### src/rtl/mux_bus_ctrl.sv
module mux_bus_ctrl #(
  parameter int ADDR_W = 20,
  parameter int DATA_W = 16
) (
  input  logic              clk,
  input  logic              rst,
  input  logic              req,
  input  logic [ADDR_W-1:0] addr,
  input  logic              is_write,
  input  logic              is_mem,
  input  logic              is_word,
  input  logic [DATA_W-1:0] wdata,
  input  logic [DATA_W-1:0] ad_in,
  input  logic              ready,
  input  logic              ie_flag,
  input  logic [1:0]        seg_code,
  output logic [ADDR_W-1:0] ad_out,
  output logic              ad_oe,
  output logic              ale,
  output logic              rd_n,
  output logic              wr_n,
  output logic              m_io,
  output logic              dt_r,
  output logic              den_n,
  output logic              bhe_n,
  output logic [DATA_W-1:0] rdata,
  output logic              done,
  output logic              busy
);
  localparam int BW   = DATA_W / 2;
  localparam int HI_W = ADDR_W - DATA_W;

  typedef enum logic [2:0] {S_IDLE, S_T1, S_T2, S_T3, S_TW, S_T4} phase_t;
  phase_t st;

  logic [ADDR_W-1:0] a_q;
  logic [DATA_W-1:0] wd_q, rd_q;
  logic              wr_q, mem_q, word_q, split_q, part2_q, ie_q;
  logic [1:0]        seg_q;

  wire last_part = !split_q || part2_q;
  wire data_ph   = (st == S_T2) || (st == S_T3) || (st == S_TW) || (st == S_T4);
  wire strobe_ph = (st == S_T2) || (st == S_T3) || (st == S_TW);
  wire sample    = ((st == S_T3) || (st == S_TW)) && ready && !wr_q;
  wire full_word = word_q && !split_q;

  wire [BW-1:0]     wbyte  = part2_q ? wd_q[DATA_W-1:BW] : wd_q[BW-1:0];
  wire [DATA_W-1:0] wbus   = full_word ? wd_q : {wbyte, wbyte};
  wire [BW-1:0]     rlane  = a_q[0] ? ad_in[DATA_W-1:BW] : ad_in[BW-1:0];
  wire [HI_W-1:0]   status = {{(HI_W-3){1'b0}}, ie_q, seg_q};

  always_ff @(posedge clk) begin
    if (rst) begin
      st      <= S_IDLE;
      a_q     <= '0;
      wd_q    <= '0;
      rd_q    <= '0;
      wr_q    <= 1'b0;
      mem_q   <= 1'b0;
      word_q  <= 1'b0;
      split_q <= 1'b0;
      part2_q <= 1'b0;
      ie_q    <= 1'b0;
      seg_q   <= '0;
    end else begin
      case (st)
        S_IDLE: if (req) begin
          a_q     <= addr;
          wd_q    <= wdata;
          wr_q    <= is_write;
          mem_q   <= is_mem;
          word_q  <= is_word;
          split_q <= is_word && addr[0];
          part2_q <= 1'b0;
          ie_q    <= ie_flag;
          seg_q   <= seg_code;
          st      <= S_T1;
        end
        S_T1: st <= S_T2;
        S_T2: st <= S_T3;
        S_T3, S_TW: st <= ready ? S_T4 : S_TW;
        S_T4: if (!last_part) begin
          part2_q <= 1'b1;
          a_q     <= a_q + ADDR_W'(1);
          st      <= S_T1;
        end else begin
          st <= S_IDLE;
        end
        default: st <= S_IDLE;
      endcase

      if (sample) begin
        if (full_word)    rd_q <= ad_in;
        else if (!split_q) rd_q <= {{BW{1'b0}}, rlane};
        else if (part2_q) rd_q[DATA_W-1:BW] <= rlane;
        else              rd_q[BW-1:0] <= rlane;
      end
    end
  end

  assign busy   = (st != S_IDLE);
  assign ale    = (st == S_T1);
  assign ad_oe  = ale || (wr_q && data_ph);
  assign ad_out = !busy ? '0 : ale ? a_q : {status, wr_q ? wbus : {DATA_W{1'b0}}};
  assign rd_n   = !(strobe_ph && !wr_q);
  assign wr_n   = !(strobe_ph && wr_q);
  assign den_n  = !data_ph;
  assign m_io   = mem_q;
  assign dt_r   = wr_q;
  assign bhe_n  = busy ? !(full_word || a_q[0]) : 1'b1;
  assign rdata  = rd_q;
  assign done   = (st == S_T4) && last_part;
endmodule

### config.mk
export PLATFORM = sky130hd
export DESIGN_NAME = mux_bus_ctrl
export DESIGN_NICKNAME = d
export VERILOG_FILES = /design/src/rtl/mux_bus_ctrl.sv
export SDC_FILE = /design/constraint.sdc
export NUM_CORES = 1
export LEC_CHECK = 0
export BUFFER_PORTS_ARGS = -buffer_cell sky130_fd_sc_hd__buf_2
export CAP_MARGIN = 5
export CORE_UTILIZATION = 41
export CTS_BUF_LIST = sky130_fd_sc_hd__clkbuf_8
export CTS_CLUSTER_DIAMETER = 80
export DETAILED_ROUTE_END_ITERATION = 8
export PLACE_DENSITY_LB_ADDON = 0.05
export SLEW_MARGIN = 10
export SYNTH_ARGS = -nofsm -noshare
export SYNTH_HDL_FRONTEND = slang
export SYNTH_SLANG_ARGS = --single-unit
### constraint.sdc
create_clock -name clk -period 4.7 [get_ports clk]
set_input_delay 0.47 -clock clk [delete_from_list [all_inputs] [get_ports clk]]
set_output_delay 0.47 -clock clk [all_outputs]
set_load 0.01 [all_outputs]
==> metrics.sh <==
RUN_STATUS='finished, violations left'
VIOLATIONS='design-rule violations'
TIMING.CRITICAL_PATH.SLOWEST_STAGE_CELL='nor3b_2'
SYNTH_SEQ_AREA_SHARE=0.3353
SYNTH-SIMPLE-AREA-SHARE=0.2708
CP_SLOWEST_STAGE_DELAY_NS=0.85
SYN_INST=508
CTS_HOLD_BUFFERS=0
FINALWEIGHTEDCONGESTION=0.9577
CTS_INSERTED_BUFFERS=9
SYNTH.YOSYS.WARNINGS=0
DIE-WIDTH_UM=97.78
CP-END-KIND='output port'
TIMING.MAX_CAP.VIOLATIONS=0
WL_PER_CELL_UM=16.93
CRITICAL_PATH_PEAK_FANOUT=19
FP.DIEAREA_SQ_UM=9561
SYNTH-COMPOUND-AREA-SHARE=0.2854
CLKSLEWWORSTSETUPHOLDPATHS_NS=0.07
LAYOUT_MIN_CYCLE_TIME_NS=3.313
GRT_BUSIEST_LAYER='met2'
YS_TYPES=59
IO_PINS=108
VERT_DIE_DIM_UM=97.78
SYNTH_SEQ_CELLS=63
GRT_OVERALL_USAGE=0.2457
TIMING.FMAX_MHz=301.8
FINAL_CORE_UTIL=0.5095
SYN_AREA_PER_CELL_SQ_UM=7.404
DRTPASS1ITERATIONS=9
SYNTH_AREA_SQ_UM=3761
ANTENNA_VIOLATIONS_BEFORE_REPAIR=0
FINAL_NET_COUNT=645
CRITICAL_PATH_ARRIVAL_NS=2.84
N_ANTENNA_CELL=0
DPL-INSTANCE-AREA_SQ_UM=4250
FINISH.INSTANCE_AREA_SQ_UM=4487
WORSTSETUPPATHTYPE='reg -> out'
YS_ASYNC_SR_FRACTION=0
GRT.OVERFLOW.TOTAL=0
HOLD_VIOL=0
TIMING_WORST_SLEW_PIN_VALUE_NS=1.071
FINAL_LAYOUT_SIZE_SUFFIX_GT1_FRAC=0.2436
SYNTH_ADDER_AREA_SHARE=0.003327
WL_UM=11760
FIN_SKEW_NS=0.007706
GRT.MET3_USAGE=0.05297
LEAKAGE_uW=0.001724
RSZ0062_AT_GRT='no'
WORST_PATH_TOP_CELL_FAMILY_BY_DELAY='simple AND/OR/NAND/NOR gates'
TIMING.FINAL.SETUP_VIOLATIONS=0
PLACEMENT_ROWS=34
FIRST_PASS_GRT_WIRE_LENGTH_UM=18570
CTS.HTREE.LEVELS=3
MET1_USAGE=0.3333
P_TOTAL_uW=1680
HP-CLASS='in -> reg'
NUMPORTBUFFERS=107
ROUTE.DETAILED.VIAS_PER_INST=5.862
INITIAL_CORE_UTIL=0.4271
GRT.MET2_USAGE=0.3923
REQUIRED_NS=4.23
FLOORPLAN.CORE_AREA_SQ_UM=8806
CTS-ROOT-TO-SINK-BUFFERS=2
GRT_START_MAX_NET_PINS=43
FIRST_GLOBAL_VIAS=3705
PLACE_HPWL_UM=8211
MAPPEDNETLISTNETS=571
CTS_REPAIR_RESIZE_COUNT=0
SLEW_VIOL_FINAL=0
SYN_TO_FINAL_GROWTH_PCT=19.29
POST-CTS-SETUP-BUFFER-COUNT=0
FINAL_CELLS=695
PERIOD_UTILISATION_LAYOUT=0.7050
NUM-FILL-CELLS=934
CLOCK-SINKS=63
POWER_DENSITY_nW_PER_UM2=374.5
DETAIL_ROUTE.DRC_VIOLATIONS=16
DRTITER0DRC=273
SYNTH_TOP_FAMILY_BY_AREA='compound AO/OA/AOI/OAI gates'
DOMINANTREGCELLSYNTH='dfxtp_1'
CP_NUM_BUF_INV=1
DR_TOTAL_VIAS=4074
FINAL_ANT_VIOL_NETS=0
WORST_SLEW_MARGIN_REL=0.2858
YOSYS.AREA_SHARE.XOR_XNOR=0.004657
DPL.CELL_COUNT=679
CTS_ROOT_BUF='clkbuf_8'
TRITONCTS='done'
FINAL.SETUP.TNS_NS=0
CLK_LATENCY_NS=0.36
CRITPATHLAUNCHTYPE='flop'
IRDROPWORSTVDD_mV=0.1588
SYNTH-EDFF-COUNT=0
SYNTH.MUX.AREA_FRACTION=0.03726
CRITICAL_PATH.CELL_CHAIN='nor3b_2 -> nand2b_1 -> a21o_1 -> a21oi_1 -> buf_2'
-- cell usage after synthesis, drive strengths merged (6+ instances only) --
cell type | number | area (sq um)
mux2 | 8 | 90.09
nand3 | 30 | 150.1
buf | 10 | 65.06
nor2 | 26 | 97.59
a311oi | 11 | 96.34
a21o | 17 | 127.6
nand4 | 10 | 62.56
clkbuf | 37 | 138.9
a22oi | 11 | 82.58
o32ai | 6 | 52.55
nand2b | 7 | 43.79
and2 | 9 | 56.31
o21ai | 28 | 140.1
dfxtp | 63 | 1261
nand2 | 93 | 349.1
a211oi | 11 | 87.58
nor3 | 8 | 45.04
a21oi | 58 | 294.0
inv | 9 | 33.78
-- stage by stage --
| stage | setup slack, ns | hold WS (ns) |
|---|---|---|
| after floorplan | 2.690 | 0.4366 |
| after global placement | 1.939 | 0.4401 |
| after detailed placement | 1.824 | 0.4537 |
| after CTS | 1.435 | 0.3460 |
| after global routing | 1.112 | 0.3442 |
| final | 1.387 | 0.3490 |
-- where the power goes --
group	total (uW)	switching [uW]	internal, uW
Sequential	693	96.9	596
Combinational	413	253	160
Clock	574	225	349
-- tightest hold or removal path: stages --
cell	delay, ns
buf_2	0.09
nand2_1	0.04
a21oi_1	0.05
-- state kept, by name, summed over array words and instances (netlist names), 2 cells and up --
| register | count |
|---|---|
| rdata | 16 |
| st | 3 |
| a_q | 20 |
| wd_q | 16 |
| seg_q | 2 |
-- area by class of cell --
class	instances	area, sq um	area share
Tap cell	108	135.1	0.03012
Timing Repair Buffer	110	558.0	0.1244
Sequential cell	63	1261	0.2811
Multi-Input combinational cell	389	2262	0.5042
Inverter	9	33.78	0.007529
Clock buffer	9	123.9	0.02761
Clock inverter	7	112.6	0.02510
-- cell families after synthesis --
family                     after synthesis
AOI/OAI and AO/OA                      163
xor gates and xnor gates                 2
adders and majority gates                1
buffers and inverters                   56
DFF                                     63
muxes                                   13
and+or+nand+nor                        210
-- cells in the final DEF, fill, tap and decap left out, drive strengths merged, types with 4 or more instances in the layout --
cell / n
a211oi: 11
a21o: 17
a21oi: 58
a22oi: 11
a311oi: 11
and2: 9
and4: 4
buf: 110
clkbuf: 9
dfxtp: 63
inv: 10
mux2: 8
mux2i: 5
nand2: 93
nand2b: 7
nand3: 30
nand4: 10
nor2: 26
nor3: 8
o21ai: 28
o32ai: 6
-- path summary, 6_finish.rpt --
path                     to  cells after the start   start  slack [ns]
setup reg to reg    part2_q                      4   st[1]        1.95
hold / removal         m_io                      3  is_mem        0.35
hold reg to reg        m_io                      2    m_io        0.46
setup / recovery  ad_out[7]                      5   st[0]        1.39
-- routing by layer --
metal  share of wire  vias to the layer above  routed length [um]
li1                -                     1978                   -
met1            0.44                     1923                5210
met2            0.47                      162                5481
met3           0.079                       11                 925
met4           0.012                        0                 145
met5               0                        -                   0
(Power assumes the default switching activity.)
